[src/rtl/dr_pkg.sv]
package dr_pkg;

    typedef logic [1:0] dr_pair_t;

    localparam dr_pair_t DR_ONE  = 2'b10;
    localparam dr_pair_t DR_ZERO = 2'b01;

    function automatic logic pair_valid(input dr_pair_t p);
        return p[1] ^ p[0];
    endfunction

    function automatic dr_pair_t pair_swap(input dr_pair_t p);
        return {p[0], p[1]};
    endfunction

    typedef enum logic [2:0] {
        S_SPACER = 3'd0,
        S_FILL   = 3'd1,
        S_DATA   = 3'd2,
        S_DRAIN  = 3'd3,
        S_FAULT  = 3'd4
    } phase_t;

endpackage

[src/rtl/dr_cell.sv]
module dr_cell
    import dr_pkg::*;
(
    input  logic [1:0] a,
    input  logic [1:0] b,
    output logic [1:0] o,
    output logic [1:0] r
);

    logic va;
    logic vb;
    logic gov;

    assign va = pair_valid(a);
    assign vb = pair_valid(b);

    always_comb begin
        gov = a[1];
        o   = 2'b00;
        r   = 2'b00;
        unique case ({va, vb})
            2'b11: begin
                // true rail / false rail of each function
                o = {~(a[1] & b[1]), ~(a[0] | b[0])};
                r = {~(a[1] | b[1]), ~(a[0] & b[0])};
            end
            2'b10: begin
                gov = b[1];
                o   = {~gov, ~gov};
                r   = {~gov, ~gov};
            end
            2'b01, 2'b00: begin
                gov = a[1];
                o   = {~gov, ~gov};
                r   = {~gov, ~gov};
            end
            default: begin
                o = 2'b00;
                r = 2'b00;
            end
        endcase
    end

endmodule

[src/rtl/dr_inv.sv]
module dr_inv #(
    parameter int W = 1
) (
    input  logic [2*W-1:0] x,
    output logic [2*W-1:0] y
);

    for (genvar i = 0; i < W; i++) begin : g_swap
        assign y[2*i+1] = x[2*i];
        assign y[2*i]   = x[2*i+1];
    end

endmodule

[src/rtl/dr_xor_slice.sv]
module dr_xor_slice (
    input  logic [1:0] a,
    input  logic [1:0] b,
    output logic [1:0] x
);

    logic [1:0] nand_p, nor_p;
    logic [1:0] and_p, or_p, nand2_p, x_inv;
    logic [1:0] unused_r;

    dr_cell u_lvl1 (.a(a), .b(b), .o(nand_p), .r(nor_p));

    dr_inv #(.W(1)) u_and (.x(nand_p), .y(and_p));
    dr_inv #(.W(1)) u_or  (.x(nor_p),  .y(or_p));

    // NOT(and) via rail exchange of the AND pair gives NAND again
    dr_inv #(.W(1)) u_nand (.x(and_p), .y(nand2_p));

    // xor = or AND (not and): the AND reading of level two is O swapped
    dr_cell u_lvl2 (.a(or_p), .b(nand2_p), .o(x_inv), .r(unused_r));

    dr_inv #(.W(1)) u_out (.x(x_inv), .y(x));

endmodule

[src/rtl/dr_phase_mon.sv]
module dr_phase_mon
    import dr_pkg::*;
#(
    parameter int W = 4
) (
    input  logic           clk,
    input  logic           rst_n,
    input  logic [2*W-1:0] nxt,
    input  logic [2*W-1:0] cur,
    output logic           word_ok,
    output logic           seq_fault
);

    localparam int NW = 2 * W;

    phase_t st, st_nx;
    logic nv, ns, same;

    function automatic logic all_valid(input logic [NW-1:0] w);
        logic ok;
        ok = 1'b1;
        for (int i = 0; i < W; i++) ok &= pair_valid(w[2*i +: 2]);
        return ok;
    endfunction

    function automatic logic all_spacer(input logic [NW-1:0] w);
        logic ok;
        ok = 1'b1;
        for (int i = 0; i < W; i++) ok &= ~pair_valid(w[2*i +: 2]);
        return ok;
    endfunction

    assign nv   = all_valid(nxt);
    assign ns   = all_spacer(nxt);
    assign same = (nxt == cur);

    always_comb begin
        st_nx = st;
        unique case (st)
            S_SPACER, S_FILL: begin
                if (nv)      st_nx = S_DATA;
                else if (ns) st_nx = S_SPACER;
                else         st_nx = S_FILL;
            end
            S_DATA: begin
                if (nv && same) st_nx = S_DATA;
                else if (nv)    st_nx = S_FAULT;
                else if (ns)    st_nx = S_SPACER;
                else            st_nx = S_DRAIN;
            end
            S_DRAIN: begin
                if (nv)      st_nx = S_FAULT;
                else if (ns) st_nx = S_SPACER;
                else         st_nx = S_DRAIN;
            end
            S_FAULT: begin
                if (ns) st_nx = S_SPACER;
            end
            default: st_nx = S_SPACER;
        endcase
    end

    always_ff @(posedge clk or negedge rst_n) begin
        if (!rst_n) st <= S_SPACER;
        else        st <= st_nx;
    end

    always_comb begin
        word_ok   = 1'b0;
        seq_fault = 1'b0;
        unique case (st)
            S_DATA:  word_ok   = 1'b1;
            S_FAULT: seq_fault = 1'b1;
            default: ;
        endcase
    end

    // a fault is left only through an all-spacer capture
    p_fault_exit_r10: assert property (@(posedge clk) disable iff (!rst_n)
        (seq_fault && !ns) |=> seq_fault);

    // re-capturing the held valid word keeps the monitor in DATA
    p_hold_r12: assert property (@(posedge clk) disable iff (!rst_n)
        (word_ok && nv && same) |=> (word_ok && !seq_fault));

endmodule

[src/rtl/dr_xor_top.sv]
module dr_xor_top
    import dr_pkg::*;
#(
    parameter int W = 4
) (
    input  logic           clk,
    input  logic           rst_n,
    input  logic [2*W-1:0] a_dr,
    input  logic [2*W-1:0] b_dr,
    output logic [2*W-1:0] xor_dr,
    output logic [2*W-1:0] xnor_dr,
    output logic           word_ok,
    output logic           seq_fault
);

    localparam int NW = 2 * W;

    logic [NW-1:0] x_nx;
    logic [NW-1:0] xn_nx;
    logic          past_ok;

    for (genvar i = 0; i < W; i++) begin : g_bit
        dr_xor_slice u_slice (
            .a (a_dr[2*i +: 2]),
            .b (b_dr[2*i +: 2]),
            .x (x_nx[2*i +: 2])
        );
    end

    dr_inv #(.W(W)) u_not (.x(x_nx), .y(xn_nx));

    always_ff @(posedge clk or negedge rst_n) begin
        if (!rst_n) begin
            xor_dr  <= '0;
            xnor_dr <= '0;
            past_ok <= 1'b0;
        end else begin
            xor_dr  <= x_nx;
            xnor_dr <= xn_nx;
            past_ok <= 1'b1;
        end
    end

    dr_phase_mon #(.W(W)) u_mon (
        .clk       (clk),
        .rst_n     (rst_n),
        .nxt       (x_nx),
        .cur       (xor_dr),
        .word_ok   (word_ok),
        .seq_fault (seq_fault)
    );

    function automatic logic word_valid(input logic [NW-1:0] w);
        logic ok;
        ok = 1'b1;
        for (int i = 0; i < W; i++) ok &= pair_valid(w[2*i +: 2]);
        return ok;
    endfunction

    // all-00 inputs give all-00 outputs one edge later
    p_spacer_low_r4: assert property (@(posedge clk) disable iff (!rst_n)
        (past_ok && $past(a_dr == '0 && b_dr == '0))
            |-> (xor_dr == '0 && xnor_dr == '0));

    // all-11 inputs give all-11 outputs one edge later
    p_spacer_high_r4: assert property (@(posedge clk) disable iff (!rst_n)
        (past_ok && $past(a_dr == '1 && b_dr == '1))
            |-> (xor_dr == '1 && xnor_dr == '1));

    // every valid result pair is complemented on the NOT output
    p_inv_pair_r6: assert property (@(posedge clk) disable iff (!rst_n)
        word_valid(xor_dr) |-> (xnor_dr == ~xor_dr));

    // the monitor flags only complete words
    p_ok_valid_r9: assert property (@(posedge clk) disable iff (!rst_n)
        word_ok |-> word_valid(xor_dr));

    // entry into DATA comes from a word that was not complete
    p_ok_entry_r9: assert property (@(posedge clk) disable iff (!rst_n)
        (past_ok && $rose(word_ok)) |-> !word_valid($past(xor_dr)));

    // a fault is raised only by a complete data word
    p_fault_data_r10: assert property (@(posedge clk) disable iff (!rst_n)
        $rose(seq_fault) |-> word_valid(xor_dr));

endmodule

[config.mk]
export PLATFORM = sky130hd
export DESIGN_NAME = dr_xor_top
export DESIGN_NICKNAME = d
export VERILOG_FILES = /design/src/rtl/dr_pkg.sv /design/src/rtl/dr_cell.sv /design/src/rtl/dr_inv.sv /design/src/rtl/dr_xor_slice.sv /design/src/rtl/dr_phase_mon.sv /design/src/rtl/dr_xor_top.sv
export SDC_FILE = /design/constraint.sdc
export NUM_CORES = 1
export LEC_CHECK = 0
export CAP_MARGIN = 30
export CORE_ASPECT_RATIO = 1.4
export CORE_MARGIN = 2
export CORE_UTILIZATION = 39
export DETAILED_ROUTE_END_ITERATION = 10
export PLACE_DENSITY = 0.75
export SLEW_MARGIN = 15
export SYNTH_ARGS = -nofsm -noshare
export SYNTH_HDL_FRONTEND = slang
export SYNTH_SLANG_ARGS = --single-unit
export TNS_END_PERCENT = 100
[constraint.sdc]
create_clock -name clk -period 1.4 [get_ports clk]
set_input_delay 0.28 -clock clk [delete_from_list [all_inputs] [get_ports clk]]
set_output_delay 0.28 -clock clk [all_outputs]
set_load 0.05 [all_outputs]
==> out/metrics.csv, run 1 <==
stage,metric,value,unit
yosys,synth_cell_types,26,
clocking,path_clk_slew,80,ps
layout,stdcell_count,182,
yosys,syn_inst,99,
power_and_ir_drop,clockPowerShare,0.142,
global_route,globalRouteOverflowTotal,0,
worst_setup_path,setup.worst_path.class,input pin to register,
yosys,ys.flop_type,dfrtp_1,
yosys,synth_top_area_frac,0.292,
timing,tns,-567,ps
status,status,finished with violations,
worst_setup_path,critical_path.startpoint_type,input pin,
layout,nets,182,
clocking,clk_latency,280,ps
timing,clock_skew,6.08,ps
worst_setup_path,slowest_stage,nor4_2,
layout,layout_common_cells,"buf_4 (29), buf_12 (19), nand4b_1 (16), xor2_1 (15), dfrtp_1 (11)",
route,drt-total-wl,2750,um
layout,n_antenna_cell,0,
timing,layout_setup_ws,-281,ps
timing,fin_crit_sh,1.20,
route,first_pass_iters,4,
worst_setup_path,required,1570,ps
yosys,synth_top_area_cell,dfrtp_1,
power_and_ir_drop,p_per_area,875,mW/mm^2
timing,grt_setup_unrepaired,true,
yosys,synthesis.area,943,sq um
timing,max_slew_margin,0.657,
timing,layout_min_cycle_time,1680,ps
die,num_io_pins,36,
clocking,cts_sinks,11,
placement,placed_cells,170,
clocking,numCtsBuffers,3,
die,die_w,45.6,um
global_route,busiest_layer,met2,
power_and_ir_drop,switching_power,0.647,mW
global_route,grt.met1_usage,0.214,
worst_setup_path,regToRegSetupSlack,-60,ps
yosys,avgSynthCellArea,9.53,sq um
yosys,synthesis.nets,121,
die,die_area,0.00283,sq mm
global_route,first_global_vias,1045,
layout,final_common_cell,buf_4,
die,rows,21,
layout,seq_area,275,sq um
yosys,async_flop_share,1.00,
clocking,cts_tree,done,
worst_setup_path,endpoint_kind,register,
layout,multiInputGateArea,696,sq um
worst_setup_path,r2r_cells,4,
placement,dpl.hpwl,2160,um
route,ant_nets,0,
global_route,grt_use_met2,0.373,
layout,drive_gt1_frac,0.522,
global_route,grt_antenna_before_repair,0,
worst_setup_path,cp_max_fo,7,
global_route,grt_max_degree,12,
clocking,cts_hold_buf,0,
worst_setup_path,r2r-start,xor_dr[1],
power_and_ir_drop,p_sw_frac,0.403,
route,wl_per_cell,15.1,um
power_and_ir_drop,ir_worst_vdd,0.000357,V
worst_setup_path,slowest_delay,290,ps
power_and_ir_drop,p_int,0.960,mW
global_route,gr-usage-all-layers,0.207,
global_route,grtUsageMet3,0.0116,
timing,finalSetupViolCount,4,
worst_setup_path,r2r_end,u_mon.st[2],
worst_setup_path,critical_path.cell_chain,buf_12 -> inv_12 -> ha_4 -> or2_4 -> nand4_1 -> xor2_1 -> nor4_2 -> a31oi_1 -> mux2_4,
route,vias_per_cell,5.53,
yosys,ys_top_cells_by_area,"dfrtp_1 (29%), nand4b_1 (15%), xor2_1 (15%)",
worst_setup_path,cp.arrival,1850,ps
clocking,clock_path_buffers,2,
die,die_h,62.2,um
timing,final_hold_viol_count,0,
min_path,min_path_type,input pin to async pin,
global_route,grt_pass1_wl,4370,um
power_and_ir_drop,p_seq_frac,0.242,
power_and_ir_drop,p_leak,0.800,nW
route,vias,1007,
timing,slew_viol_final,0,
yosys,synth_warnings,0,
worst_setup_path,cp_top_family,simple AND/OR/NAND/NOR gates,
route,drc,0,
worst_setup_path,path_buf_inv,2,
yosys,synth-seq-cells,11,
placement,gp_congestion,0.853,
power_and_ir_drop,p_comb_frac,0.616,
job,cap_violations,0,
clocking,htree_levels,1,
timing,worst_slew_pin_slew,512,ps
placement,io_buffers,35,
yosys,synth-edff-count,0,
placement,place_ws,-1170,ps
timing,max_freq,0.595,GHz
layout,nFillCells,162,
clocking,cts_root_buf,clkbuf_4,
yosys,seq_area_frac_synth,0.292,
die,core,0.00234,sq mm
die,initial_core_util,0.403,
route,drt-initial-drc-count,11,
layout,area_growth,94.6,%
status,violations,negative setup slack,
==> worst max path at each step <==
| stage | start | slack [ps] | cells past startpoint | end |
|---|---|---|---|---|
| finish | a_dr[7] | -280 | 9 | u_mon.st[2] |
| global route | a_dr[7] | -360 | 9 | u_mon.st[2] |
| CTS | a_dr[2] | -310 | 9 | u_mon.st[2] |
| detailed placement | a_dr[7] | -1170 | 9 | u_mon.st[2] |
| global placement | a_dr[7] | -1030 | 9 | u_mon.st[2] |
| floorplan | a_dr[7] | -300 | 8 | u_mon.st[2] |
==> layout make-up <==
cell class / instances / share of cell area
Timing Repair Buffer: 64 / 0.411
Multi-Input combinational cell: 72 / 0.379
Sequential cell: 11 / 0.150
Inverter: 8 / 0.0300
Tap cell: 23 / 0.0157
Clock buffer: 4 / 0.0143
==> sequential cells by signal, summed over array words and instances, names as in the netlist <==
name	count
u_mon.st	3
xnor_dr	1
xor_dr	7
==> routing by layer <==
layer / part of all wire / vias to the layer above
met5: 0 / -
met4: 0.036 / 0
met3: 0.027 / 10
met2: 0.59 / 29
met1: 0.35 / 486
li1: - / 482
==> cell usage after synthesis (2+ instances only) <==
cell,count
ha_1,4
inv_1,8
nor3b_1,2
buf_4,8
o211ai_1,3
nor3_1,5
nand3b_1,2
nand4b_1,16
nand4_1,3
dfrtp_1,11
nand3_1,5
a21boi_2,2
nor2_1,2
xor2_1,16
==> per-stage QoR <==
| stage | area, sq um | utilization | hold WS [ps] | power, mW |
|---|---|---|---|---|
| 2_1_floorplan | 1030 | - | -15.6 | 0.854 |
| 3_3_place_gp | 1690 | 0.721 | 540 | 1.29 |
| 3_5_place_dp | 1690 | 0.721 | 554 | 1.32 |
| 4_1_cts | 1770 | 0.757 | 357 | 1.56 |
| 5_1_grt | 1840 | 0.785 | 368 | 1.68 |
| 6_report | 1840 | 0.785 | 335 | 1.61 |
==> cells by family (layout without fill, tap and decap cells) <==
logic type | after synthesis | count (layout) | synth area share
and+or+nand+nor | 42 | 42 | 0.318
xor gates and xnor gates | 16 | 16 | 0.149
buffers and inverters | 16 | 76 | 0.0955
DFF | 11 | 11 | 0.292
AOI/OAI and AO/OA | 9 | 9 | 0.0809
adders and majority gates | 4 | 4 | 0.0531
muxes | 1 | 1 | 0.0119
==> power by group through the flow <==
stage	combinational [mW]	sequential, mW	clock, mW
floorplan	0.355	0.499	0
global placement	0.898	0.391	0
detailed placement	0.923	0.392	0
CTS	0.945	0.389	0.230
global route	1.04	0.394	0.247
finish	0.989	0.390	0.228
==> repair_timing <==
item | 4_1_cts | 5_1_grt
setup buffers | 4 | 4
pin swaps | 16 | 14
gates resized for setup | 55 | 13
setup endpoints to repair | 7 | 5
Note: power is estimated with default switching activity, not from simulation.
==> run 2, diff against run 1 <==
==> constraint.sdc (replaced) <==
create_clock -name clk -period 1.4 [get_ports clk]
set_input_delay 0.35 -clock clk [delete_from_list [all_inputs] [get_ports clk]]
set_output_delay 0.35 -clock clk [all_outputs]
set_load 0.05 [all_outputs]
==> run 2 against run 1 <==
The flow still finishes with violations (negative setup slack). Critical path depth unchanged. Sequential power about the same. Clock-buffer cell count unchanged. Fmax decreased by 10%. Sequential share of layout area decreased by 0.25 points. Global-route usage increased by 4.4 points. Critical path type unchanged. Largest cell class unchanged.
==> out/metrics.csv, run 2 (same netlist as run 1, synthesis figures left out) <==
stage,metric,value,unit
status,status,finished with violations,
status,violations,negative setup slack,
layout,multiInputGateArea,717,sq um
layout,layout_common_cells,"buf_4 (28), buf_12 (19), nand4b_1 (16), xor2_1 (15), dfrtp_1 (11)",
min_path,min_path_type,input pin to async pin,
layout,final_cell_area,0.00187,sq mm
power_and_ir_drop,p_total,1.64,mW
power_and_ir_drop,clockPowerShare,0.143,
route,wl_per_cell,18.1,um
die,core,0.00234,sq mm
layout,drive_gt1_frac,0.544,
layout,largest_reg_flops,7,
route,routed-wl-met2,1950,um
layout,nets,183,
layout,final_common_cell,buf_4,
clocking,clock_path_buffers,2,
worst_setup_path,critical_path.startpoint_type,input pin,
global_route,grt_pass1_wl,5260,um
clocking,numCtsBuffers,3,
route,wl_met1,1060,um
worst_setup_path,r2r_cells,4,
power_and_ir_drop,switching_power,0.686,mW
worst_setup_path,cp_top_family,simple AND/OR/NAND/NOR gates,
die,num_io_pins,36,
route,drt-total-wl,3310,um
job,cap_violations,0,
timing,layout_setup_ws,-467,ps
layout,regMostFlops,xor_dr,
worst_setup_path,setup.worst_path.class,input pin to register,
worst_setup_path,r2r-start,xor_dr[6],
global_route,gr-usage-all-layers,0.251,
clocking,cts_tree,done,
power_and_ir_drop,p_per_area,879,mW/mm^2
power_and_ir_drop,p_sw_frac,0.418,
die,rows,21,
timing,clock_skew,0.799,ps
layout,area_growth,97.9,%
die,die_h,62.2,um
clocking,cts_sinks,11,
placement,io_buffers,35,
timing,holdWs,360,ps
layout,nFillCells,132,
power_and_ir_drop,p_int,0.955,mW
worst_setup_path,path_buf_inv,2,
route,drt-initial-drc-count,36,
worst_setup_path,regToRegSetupSlack,-60,ps
clocking,clk_latency,290,ps
worst_setup_path,slowest_delay,330,ps
clocking,htree_levels,1,
route,vias_per_cell,5.99,
route,met3_length,131,um
die,initial_core_util,0.403,
timing,fin_crit_sh,1.33,
timing,final_hold_viol_count,0,
clocking,cts_root_buf,clkbuf_4,
global_route,globalRouteOverflowTotal,0,
timing,finalSetupViolCount,5,
worst_setup_path,critical_path.cell_chain,buf_6 -> inv_2 -> ha_4 -> or2_4 -> nand4_1 -> xor2_1 -> nor4_2 -> a31oi_1 -> mux2_4,
power_and_ir_drop,p_leak,0.808,nW
global_route,first_global_vias,1128,
route,vias,1097,
timing,tns,-1250,ps
power_and_ir_drop,p_comb_frac,0.618,
worst_setup_path,required,1580,ps
route,first_pass_iters,4,
timing,worst_slew_pin_slew,283,ps
power_and_ir_drop,p_seq_frac,0.239,
placement,dpl.hpwl,2280,um
route,drc,0,
layout,seq_area,275,sq um
route,ant_nets,0,
layout,stdcell_count,183,
power_and_ir_drop,ir_worst_vdd,0.000468,V
timing,max_slew_margin,0.811,
timing,max_freq,0.536,GHz
worst_setup_path,cp_max_fo,7,
placement,placed_cells,170,
placement,gp_congestion,0.921,
global_route,grt_antenna_before_repair,0,
global_route,grt_max_degree,12,
layout,reg_top3,"xor_dr (7), u_mon.st (3), xnor_dr (1)",
layout,n_antenna_cell,0,
worst_setup_path,slowest_stage,nor4_2,
route,routed.top_layer,met4,
timing,grt_setup_unrepaired,true,
die,die_w,45.6,um
worst_setup_path,cp.arrival,2050,ps
die,die_area,0.00283,sq mm
worst_setup_path,r2r_end,u_mon.st[2],
timing,layout_min_cycle_time,1870,ps
clocking,path_clk_slew,70,ps
timing,slew_viol_final,0,
clocking,cts_hold_buf,0,
placement,place_area,0.00169,sq mm
worst_setup_path,endpoint_kind,register,
## run 2: cell count changes in the layout (fill, tap and decap cells not counted), sizes merged
cell and change:
dlygate4sd2 -1, clkbuf +1, buf -1, clkdlybuf4s15 +2
## run 2: what timing repair did
action                     CTS  global route
setup buffers                6             3
resized for setup           61             8
pin swaps                   18             6
setup endpoints to repair    9             5
cloned                       0             0
## run 2: power groups by stage
stage               Sequential (mW)  Clock (mW)  Combinational [mW]
floorplan                     0.501           0               0.355
global placement              0.392           0               0.893
detailed placement            0.395           0               0.923
CTS                           0.391       0.223               0.968
global route                  0.395       0.248                1.05
finish                        0.392       0.235                1.01
## run 2: worst max path at each step
stage / start / to / slack [ps] / cells past startpoint
4_1_cts: a_dr[2] / u_mon.st[2] / -460 / 9
3_5_place_dp: a_dr[7] / u_mon.st[2] / -1250 / 9
6_report: a_dr[6] / u_mon.st[2] / -470 / 9
3_3_place_gp: a_dr[7] / u_mon.st[2] / -1110 / 9
5_1_grt: a_dr[6] / u_mon.st[2] / -530 / 9
2_1_floorplan: a_dr[7] / u_mon.st[2] / -370 / 8
## run 2: cell type report
type                       count  share of cell area
timing repair buffer          65               0.410
tap                           23              0.0154
sequential                    11               0.147
clock buffer                   4              0.0141
inverter                       8              0.0295
multi-input combinational     72               0.384
## run 2: per-stage QoR
stage	setup WS [ps]	utilization
final	-467	0.798
after global routing	-529	0.798
after CTS	-458	0.779
after detailed placement	-1250	0.724
after global placement	-1110	0.724
after floorplan	-371	-
## run 2: per-layer routing
metal	track usage	vias to the layer above
met4	0.154	0
met5	0	-
met2	0.452	54
met3	0.0145	17
li1	-	480
met1	0.259	546
